**src/rtl/extint_pkg.sv**
```systemverilog
package extint_pkg;

  // Word indices (byte offset / 4) of the register map
  localparam int unsigned IDX_MASK_SET  = 0;
  localparam int unsigned IDX_MASK_CLR  = 1;
  localparam int unsigned IDX_MASK_RD   = 2;
  localparam int unsigned IDX_STATUS    = 3;
  localparam int unsigned IDX_STAT_CLR  = 4;
  localparam int unsigned IDX_SENSE     = 5;
  localparam int unsigned IDX_EDGESEL   = 6;
  localparam int unsigned IDX_LEVELSEL  = 7;
  localparam int unsigned IDX_TEST      = 8;
  localparam int unsigned IDX_NMICTL    = 9;

  localparam int unsigned REG_W       = 32;
  localparam int unsigned TEST_EN_BIT = 31;

  // Write strobes from control to datapath
  typedef struct packed {
    logic maskSet;
    logic maskClr;
    logic statusClr;
    logic senseWr;
    logic edgeSelWr;
    logic levelSelWr;
    logic testWr;
    logic nmiWr;
  } strobeT;

  // Read selects from control to datapath
  typedef struct packed {
    logic selMask;
    logic selStatus;
    logic selSense;
    logic selEdge;
    logic selLevel;
    logic selTest;
    logic selNmi;
  } rdSelT;

endpackage

```
**src/rtl/extint_ctrl.sv**
```systemverilog
module extint_ctrl
  import extint_pkg::*;
#(
  parameter int unsigned ADDR_W = 6
) (
  input  logic              clk,
  input  logic              rstN,
  input  logic [ADDR_W-1:0] regAddr,
  input  logic              regWrEn,
  output strobeT            strb,
  output rdSelT             rdSel
);

  localparam int unsigned IDX_W = ADDR_W - 2;

  logic [IDX_W-1:0] wordIdx;
  logic             unusedByteLane;

  assign wordIdx        = regAddr[ADDR_W-1:2];
  assign unusedByteLane = ^regAddr[1:0];

  function automatic logic hit(input int unsigned idx);
    return wordIdx == IDX_W'(idx);
  endfunction

  always_comb begin
    strb            = '0;
    strb.maskSet    = regWrEn && hit(IDX_MASK_SET);
    strb.maskClr    = regWrEn && hit(IDX_MASK_CLR);
    strb.statusClr  = regWrEn && hit(IDX_STAT_CLR);
    strb.senseWr    = regWrEn && hit(IDX_SENSE);
    strb.edgeSelWr  = regWrEn && hit(IDX_EDGESEL);
    strb.levelSelWr = regWrEn && hit(IDX_LEVELSEL);
    strb.testWr     = regWrEn && hit(IDX_TEST);
    strb.nmiWr      = regWrEn && hit(IDX_NMICTL);
  end

  always_comb begin
    rdSel           = '0;
    rdSel.selMask   = hit(IDX_MASK_RD);
    rdSel.selStatus = hit(IDX_STATUS);
    rdSel.selSense  = hit(IDX_SENSE);
    rdSel.selEdge   = hit(IDX_EDGESEL);
    rdSel.selLevel  = hit(IDX_LEVELSEL);
    rdSel.selTest   = hit(IDX_TEST);
    rdSel.selNmi    = hit(IDX_NMICTL);
  end

  AST_ONE_STROBE: assert property (@(posedge clk) disable iff (!rstN)
    $onehot0(strb));

  AST_ONE_RDSEL: assert property (@(posedge clk) disable iff (!rstN)
    $onehot0(rdSel));

endmodule

```
**src/rtl/extint_datapath.sv**
```systemverilog
module extint_datapath
  import extint_pkg::*;
#(
  parameter int unsigned NUM_LINES = 8
) (
  input  logic                 clk,
  input  logic                 rstN,
  input  logic [NUM_LINES-1:0] extPins,
  input  strobeT               strb,
  input  rdSelT                rdSel,
  input  logic [REG_W-1:0]     wrData,
  output logic [REG_W-1:0]     rdData,
  output logic                 irqOut,
  output logic                 nmiOut
);

  localparam int unsigned N    = NUM_LINES;
  localparam int unsigned TV_W = (N < REG_W) ? N : REG_W - 1;
  localparam logic [N-1:0] TEST_MASK = N'((64'd1 << TV_W) - 64'd1);

  logic [N-1:0] syncA, syncB, prevQ;
  logic [N-1:0] maskQ, statusQ, senseQ, edgeSelQ, levelSelQ, testValQ;
  logic         testEnQ, nmiEnQ;
  logic [N-1:0] detIn, eventVec, lineWr, clrVec;
  logic         unusedWrBits;

  assign lineWr       = wrData[N-1:0];
  assign clrVec       = strb.statusClr ? lineWr : '0;
  assign unusedWrBits = ^wrData;

  // Input synchroniser, two flops per line
  always_ff @(posedge clk or negedge rstN) begin
    if (!rstN) begin
      syncA <= '0;
      syncB <= '0;
    end else begin
      syncA <= extPins;
      syncB <= syncA;
    end
  end

  assign detIn = testEnQ ? testValQ : syncB;

  // Per-line event detection
  for (genvar i = 0; i < N; i++) begin : g_line
    always_comb begin
      if (senseQ[i])
        eventVec[i] = (detIn[i] == levelSelQ[i]);
      else if (edgeSelQ[i])
        eventVec[i] = detIn[i] && !prevQ[i];
      else
        eventVec[i] = !detIn[i] && prevQ[i];
    end
  end

  always_ff @(posedge clk or negedge rstN) begin
    if (!rstN) begin
      prevQ     <= '0;
      maskQ     <= '0;
      statusQ   <= '0;
      senseQ    <= '0;
      edgeSelQ  <= '0;
      levelSelQ <= '0;
      testValQ  <= '0;
      testEnQ   <= 1'b0;
      nmiEnQ    <= 1'b0;
    end else begin
      prevQ   <= detIn;
      statusQ <= (statusQ & ~clrVec) | eventVec;
      if (strb.maskSet)
        maskQ <= maskQ | lineWr;
      else if (strb.maskClr)
        maskQ <= maskQ & ~lineWr;
      if (strb.senseWr)    senseQ    <= lineWr;
      if (strb.edgeSelWr)  edgeSelQ  <= lineWr;
      if (strb.levelSelWr) levelSelQ <= lineWr;
      if (strb.testWr) begin
        testValQ <= lineWr & TEST_MASK;
        testEnQ  <= wrData[TEST_EN_BIT];
      end
      if (strb.nmiWr) nmiEnQ <= wrData[0];
    end
  end

  assign irqOut = |(statusQ & maskQ);
  assign nmiOut = nmiEnQ && statusQ[0];

  // Read mux, AND-OR over one-hot selects
  always_comb begin
    logic [REG_W-1:0] testWord;
    testWord              = REG_W'(testValQ);
    testWord[TEST_EN_BIT] = testEnQ;
    rdData = ({REG_W{rdSel.selMask}}   & REG_W'(maskQ))
           | ({REG_W{rdSel.selStatus}} & REG_W'(statusQ))
           | ({REG_W{rdSel.selSense}}  & REG_W'(senseQ))
           | ({REG_W{rdSel.selEdge}}   & REG_W'(edgeSelQ))
           | ({REG_W{rdSel.selLevel}}  & REG_W'(levelSelQ))
           | ({REG_W{rdSel.selTest}}   & testWord)
           | ({REG_W{rdSel.selNmi}}    & REG_W'(nmiEnQ));
  end

  AST_MASK_SET: assert property (@(posedge clk) disable iff (!rstN)
    strb.maskSet |=> ((maskQ & $past(lineWr)) == $past(lineWr)));

  AST_MASK_CLR: assert property (@(posedge clk) disable iff (!rstN)
    strb.maskClr |=> ((maskQ & $past(lineWr)) == '0));

  AST_STATUS_CLR: assert property (@(posedge clk) disable iff (!rstN)
    strb.statusClr |=> ((statusQ & $past(lineWr & ~eventVec)) == '0));

  AST_STATUS_SOURCE: assert property (@(posedge clk) disable iff (!rstN)
    ((statusQ & ~$past(statusQ) & ~$past(eventVec)) == '0));

  AST_IRQ_NEEDS_MASK: assert property (@(posedge clk) disable iff (!rstN)
    irqOut |-> (maskQ != '0));

endmodule

```
**src/rtl/extint_unit.sv**
```systemverilog
module extint_unit
  import extint_pkg::*;
#(
  parameter int unsigned NUM_LINES = 8,
  parameter int unsigned ADDR_W    = 6
) (
  input  logic                 clk,
  input  logic                 rstN,
  input  logic [ADDR_W-1:0]    regAddr,
  input  logic                 regWrEn,
  input  logic [31:0]          regWrData,
  output logic [31:0]          regRdData,
  input  logic [NUM_LINES-1:0] extPins,
  output logic                 irqOut,
  output logic                 nmiOut
);

  strobeT strb;
  rdSelT  rdSel;

  initial begin
    AST_PARAM_RANGE: assert (NUM_LINES >= 1 && NUM_LINES <= 32 && ADDR_W >= 6);
  end

  extint_ctrl #(.ADDR_W(ADDR_W)) u_ctrl (
    .clk     (clk),
    .rstN    (rstN),
    .regAddr (regAddr),
    .regWrEn (regWrEn),
    .strb    (strb),
    .rdSel   (rdSel)
  );

  extint_datapath #(.NUM_LINES(NUM_LINES)) u_dp (
    .clk     (clk),
    .rstN    (rstN),
    .extPins (extPins),
    .strb    (strb),
    .rdSel   (rdSel),
    .wrData  (regWrData),
    .rdData  (regRdData),
    .irqOut  (irqOut),
    .nmiOut  (nmiOut)
  );

endmodule

```
**config.mk**
```make
export PLATFORM = sky130hd
export DESIGN_NAME = extint_unit
export DESIGN_NICKNAME = d
export VERILOG_FILES = /design/src/rtl/extint_pkg.sv /design/src/rtl/extint_ctrl.sv /design/src/rtl/extint_datapath.sv /design/src/rtl/extint_unit.sv
export SDC_FILE = /design/constraint.sdc
export NUM_CORES = 1
export LEC_CHECK = 0
export CORE_ASPECT_RATIO = 1.5
export CORE_MARGIN = 5
export CORE_UTILIZATION = 47
export CTS_BUF_LIST = sky130_fd_sc_hd__clkbuf_8
export CTS_CLUSTER_SIZE = 12
export DETAILED_ROUTE_END_ITERATION = 8
export PLACE_DENSITY = 0.77
export SLEW_MARGIN = 15
export SYNTH_ARGS = -nofsm -noshare
export SYNTH_HDL_FRONTEND = slang
export SYNTH_HIERARCHICAL = 1
export SYNTH_SLANG_ARGS = --single-unit
export TNS_END_PERCENT = 5
```
**constraint.sdc**
```tcl
create_clock -name clk -period 1.15 [get_ports clk]
set_input_delay 0.23 -clock clk [delete_from_list [all_inputs] [get_ports clk]]
set_output_delay 0.23 -clock clk [all_outputs]
set_load 0.02 [all_outputs]
```
Word level (Yosys, flattened, before mapping)

Index checks and enable logic that the tools add are counted.
W data, S select, Z words.

Add/sub/neg operators: 0
$mul: 0
Div/mod/pow operators: 0
$lt $le $gt $ge: 0
Equal/unequal tests: 17
Shift operators: 0
Muxes and demuxes: 20
Bitwise logic cells: 20
Reduce and logical (&&, ||, !) cells: 44

Operator list:

| cell                 | count |
|---|---|
| $or A32 B32 Y32      | 6 |
| $and A32 B8 Y32      | 5 |
| $and A32 B1 Y32      | 1 |
| $and A32 B32 Y32     | 1 |
| $mux W8              | 4 |
| $logic_and A1 B1 Y1  | 25 |
| $and A8 B8 Y8        | 3 |
| $eq A4 B3 Y1 const B | 4 |
| $logic_not A1 Y1     | 16 |
| $mux W1              | 16 |
| $not A8 Y8           | 2 |
| $or A8 B8 Y8         | 2 |
| $eq A1 B1 Y1         | 8 |
| $eq A4 B2 Y1 const B | 2 |
| $eq A4 B4 Y1 const B | 2 |
| $reduce_or A8 Y1     | 1 |
| $eq A4 B1 Y1 const B | 1 |
| $logic_not A4 Y1     | 1 |
| $reduce_bool A2 Y1   | 1 |

Bits in registers: 74
Bits in latches: 0
Bits in writable memories: 0
Memory bits (read-only): 0
Input bits: 49
Logic and storage cells: 112
Memories: 0

Depth between registers and ports, before layout

Word-level depth: 8
Gate-level depth with buffers: 6
Mapped depth without buffers: 5

Modules after synthesis

Netlist, hierarchy kept.

By module, submodules not included:

| module          | times used | cells each | area each (µm²) | sequential area each (µm²) |
|---|---|---|---|---|
| extint_datapath | 1          | 281        | 3409.5          | 1851.8 |
| extint_ctrl     | 1          | 24         | 135.1           | 0.0 |

Worst setup path after synthesis

No wires, ideal clock.

Path kind: in2out
Start: input regAddr[2]
End: output regRdData[0]
Arrival time: 1.114 ns
Path slack: -0.194 ns
Stages: 5
Buffers on the path: 1
Cells stage by stage: nand2b_1 -> nor2_1 -> clkbuf_1 -> a222oi_1 -> nand3_1

RTL lines:

| item            | RTL line          | text |
|---|---|---|
| start, declared | extint_unit.sv:9  | `input logic [ADDR_W-1:0] regAddr,` |
| end, declared   | extint_unit.sv:12 | `output logic [31:0] regRdData,` |

==> summary by stage <==
Worst setup path
The required time at the endpoint of the critical path is 0.92 ns. The setup path with the least slack is of type in -> out. The data arrival time of the critical path is between 1 and 1.5 ns. The category of cells accounting for the largest share of critical-path delay is buffers and inverters. The critical path startpoint category is an input port. The worst-path maximum fanout is 6. The worst setup path is captured at a primary output. Together, buffers and inverters on the worst path number 3. The worst-case reg-to-reg path depth is 4. For this design, the slowest cell found on the critical path is sky130_fd_sc_hd__clkdlybuf4s18_2. The most used cell along the critical path is sky130_fd_sc_hd__buf_6. The signal on the critical path passes through clkdlybuf4s18_2 -> nand2b_4 -> nor3_4 -> buf_6 -> a22oi_1 -> nand3_1 -> buf_6.

The end of the worst register-to-register path is u_dp/statusQ[6]. The delay of the slowest cell on the worst path is about 0.28 ns. The worst register-to-register path begins at u_dp/testEnQ. Setup slack on the worst reg-to-reg path comes out at -0.22 ns.

Routing
The routed design uses between 4000 and 5000 um of met2 wire. For this run, design rule violations remaining after detail routing come to 0. The highest signal layer in the routed design is met4.

The count of nets left with antenna violations once routing finished came out at 0. The total wire length is between 8000 and 9000 um. For this block, the initial DRC count from the detailed router was around 210. The routed length per placed instance is ~17 um. The sum of routed wire segments on met1 is 3380 um. The detailed router placed around 2800 vias in this run.

In the detailed route, the total length drawn on met3 is ~440 um. In the routed layout, each cell is associated on average with a via count of about 5.5. The pre-antenna-repair detailed-routing pass consisted of 4 iterations.

Finish
The ratio of cells with drive above 1 in the final layout is between 30% and 40%. The final core area utilization is between 60 and 70%. The multi-input combinational cell area is about 1600 sq um. Fill cells in the final layout number 598.

The post-layout net count is around 460. From synthesis to final layout, the design area changed by 31.9%. 0 antenna diodes ended up in the layout. The area taken by flip-flops and latches is around 1900 sq um.

Die
The starting density of the core is between 40 and 50%. In this run the vertical extent of the chip is between 100 and 150 um. The floorplan step set the die width to between 80 and 90 um. The die covers ~9400 sq um. The standard cell core area is 7320 sq um. The boundary pin count is between 80 and 90.

The number of standard-cell rows in the floorplan is 38.

Placement
Input and output buffers added on the ports amount to 34. Once detailed placement completed, the half-perimeter wirelength came to around 6000 um. The global placer's final weighted congestion is 0.902.

Global route
The number of global-route vias before repair came to between 2000 and 3000. The combined global-route utilization of all metal layers is 19.9%. The pin count of the biggest net entering global routing is 72. The initial antenna violation count came to 0. Global routing finished with a remaining overflow of 0.

The first-pass GRT wire length is between 10000 and 15000 um.

Clocking
The clock drives 74 sinks. TritonCTS built the clock tree. The tree is rooted in a sky130_fd_sc_hd__clkbuf_8. The H-tree was split into 3 levels. The buffers inserted during post-CTS setup optimization is 0. The number of buffers between clock root and the deepest sink is 2. The CTS buffer count is 9.

The clock insertion delay at the later pin of the skew report is 0.35 ns. After clock tree synthesis, the clock-pin slew on the worst setup and hold paths is about 0.06 ns.

Yosys
Sequential elements use 52.2% of the synthesized area. During synthesis, Yosys emitted a total of 6 warnings. The count of state elements after synthesis is between 70 and 80.

After technology mapping, the gate count stands at 305. The distinct cell type count after synthesis is 27. A synthesized cell averages about 12 sq um. The cell area after technology mapping is 3540 sq um.

Power and ir drop
The worst supply voltage drop on vdd is 0.00115 V. Dividing total power by cell area gives a power density of between 1500 and 2000 nW/um^2. The reported leakage power is 2.16 nW. The design draws around 8 mW.

Timing
The number of pins exceeding their max-slew limit in the final report is 0. Setup repair after global routing could not meet its margin everywhere. The smallest clock period supported by the final layout is computed as approximately 1.7 ns.

The final setup violation count is 54. After layout, the worst path uses 145% of the clock period. The number of endpoints with negative hold slack in the final report is 0. Clock skew on the completed layout was measured at between 0.01 and 0.015 ns.

The minimum setup slack in the final design is -0.516 ns. The maximum clock rate is approximately 600 MHz.

Status
The run finished, with violations left. The checks that failed: negative setup slack.

Worst hold path
The path class of the lowest-slack min-delay path is in -> async.

Run
The total of max-cap violations is 0.
==> timing repair <==
item / in CTS / in global routing
resized for setup: 80 / 12
hold buffers: 1 / 0
cloned: 1 / 0
endpoints found under the setup margin: 68 / 60
pin swaps: 3 / 4
hold endpoints to repair: 74 / 0
==> worst reg2reg max path: stages (launching register included) <==
cell and delay [ns]:
sky130_fd_sc_hd__dfrtp_1 0.41, sky130_fd_sc_hd__buf_12 0.17, sky130_fd_sc_hd__mux2i_2 0.29, sky130_fd_sc_hd__mux2i_1 0.24, sky130_fd_sc_hd__o2111ai_1 0.13
==> through the flow <==
stage               hold WS [ns]  worst slack (ns)  instance area, sq um  std cells  setup TNS [ns]
floorplan                -0.0656            -0.125                  3650        327           -1.93
detailed placement        0.0518             -1.29                  4410        493          -54.25
CTS                        0.223            -0.483                  4650        510          -11.87
finish                     0.224            -0.516                  4670        510          -12.09
global placement          0.0465             -1.29                  4410        493          -52.93
global route               0.238            -0.551                  4670        510          -15.78
==> cell usage after synthesis <==
master                      number  area, sq um
sky130_fd_sc_hd__buf_2           4         20.0
sky130_fd_sc_hd__conb_1          1         3.75
sky130_fd_sc_hd__nand4_1         1         6.26
sky130_fd_sc_hd__nand2b_1        3         18.8
sky130_fd_sc_hd__nand2b_4        1         13.8
sky130_fd_sc_hd__buf_6           1         11.3
sky130_fd_sc_hd__a222oi_1        1         10.0
sky130_fd_sc_hd__inv_1           8         30.0
sky130_fd_sc_hd__a22oi_1        27          203
sky130_fd_sc_hd__nand2_1        33          124
sky130_fd_sc_hd__and3_1          1         6.26
sky130_fd_sc_hd__a22o_1          8         70.1
sky130_fd_sc_hd__and2_2          1         7.51
sky130_fd_sc_hd__nand3b_1       10         75.1
sky130_fd_sc_hd__nor4b_2         1         15.0
sky130_fd_sc_hd__buf_4          23          173
sky130_fd_sc_hd__and2_1          1         6.26
sky130_fd_sc_hd__nand3_1         8         40.0
sky130_fd_sc_hd__mux2i_2         8          110
sky130_fd_sc_hd__nor3_1          5         25.0
sky130_fd_sc_hd__mux2_2         34          383
sky130_fd_sc_hd__dfrtp_1        74         1850
sky130_fd_sc_hd__nor2_1         10         37.5
sky130_fd_sc_hd__mux2i_1         8         80.1
sky130_fd_sc_hd__clkbuf_1        9         33.8
sky130_fd_sc_hd__nor3b_1        16          120
sky130_fd_sc_hd__o2111ai_1       8         70.1
==> power by group <==
| part | internal [mW] | leakage [nW] | switching [mW] | total [mW] |
|---|---|---|---|---|
| combinational | 1.23 | 1.17 | 0.959 | 2.19 |
| sequential | 3.06 | 0.868 | 0.295 | 3.36 |
| clock | 1.31 | 0.118 | 0.926 | 2.24 |
| total | 5.61 | 2.16 | 2.18 | 7.79 |
==> cell type report <==
| class | count | share of cell area, % |
|---|---|---|
| repair buffers | 105 | 18.6 |
| clock inverters | 4 | 1.45 |
| well taps | 100 | 2.68 |
| inverters | 8 | 0.642 |
| clock buffers | 11 | 3.24 |
| multi-input cells | 208 | 33.7 |
| flip-flops and latches | 74 | 39.6 |
==> placed cells by master (no fill, tap or decap), types with 2 or more instances in the layout <==
cell	n
sky130_fd_sc_hd__dfrtp_1	73
sky130_fd_sc_hd__clkdlybuf4s50_1	17
sky130_fd_sc_hd__bufinv_16	2
sky130_fd_sc_hd__conb_1	23
sky130_fd_sc_hd__buf_2	7
sky130_fd_sc_hd__inv_1	10
sky130_fd_sc_hd__a22oi_2	2
sky130_fd_sc_hd__mux2i_1	8
sky130_fd_sc_hd__clkbuf_8	11
sky130_fd_sc_hd__nand2_1	33
sky130_fd_sc_hd__a22o_1	8
sky130_fd_sc_hd__buf_4	69
sky130_fd_sc_hd__buf_6	7
sky130_fd_sc_hd__nor3_2	2
sky130_fd_sc_hd__nor3_1	2
sky130_fd_sc_hd__o2111ai_1	8
sky130_fd_sc_hd__buf_12	2
sky130_fd_sc_hd__mux2_2	34
sky130_fd_sc_hd__nand2b_4	4
sky130_fd_sc_hd__mux2i_2	8
sky130_fd_sc_hd__nand3_1	7
sky130_fd_sc_hd__nor2_1	7
sky130_fd_sc_hd__nor3b_1	16
sky130_fd_sc_hd__nor2_2	3
sky130_fd_sc_hd__nand3b_1	10
sky130_fd_sc_hd__a22oi_1	25
==> how the worst max path moves through the flow <==
stage,cells after the start,start,slack [ns],to
2_1_floorplan,5,regAddr[5],-0.13,regRdData[0]
6_report,7,regAddr[4],-0.52,regRdData[4]
3_3_place_gp,7,regAddr[3],-1.29,regRdData[3]
3_5_place_dp,7,regAddr[4],-1.29,regRdData[4]
5_1_grt,7,regAddr[4],-0.55,regRdData[7]
4_1_cts,3,u_dp/edgeSelQ[0],-0.48,regRdData[0]
==> cell families after synthesis <==
logic type | after synthesis | synth area share [%]
AOI/OAI and AO/OA | 44 | 9.95
other | 1 | 0.106
muxes | 50 | 16.2
DFF | 74 | 52.2
and+or+nand+nor | 91 | 14.0
buffers and inverters | 45 | 7.55
==> layer usage <==
metal | vias up | GRT usage [%]
met5 | - | 0
met4 | 0 | 10.4
met3 | 26 | 3.78
met2 | 101 | 32.6
met1 | 1411 | 24.8
li1 | 1253 | -
Power figures use the tool's default switching activity.
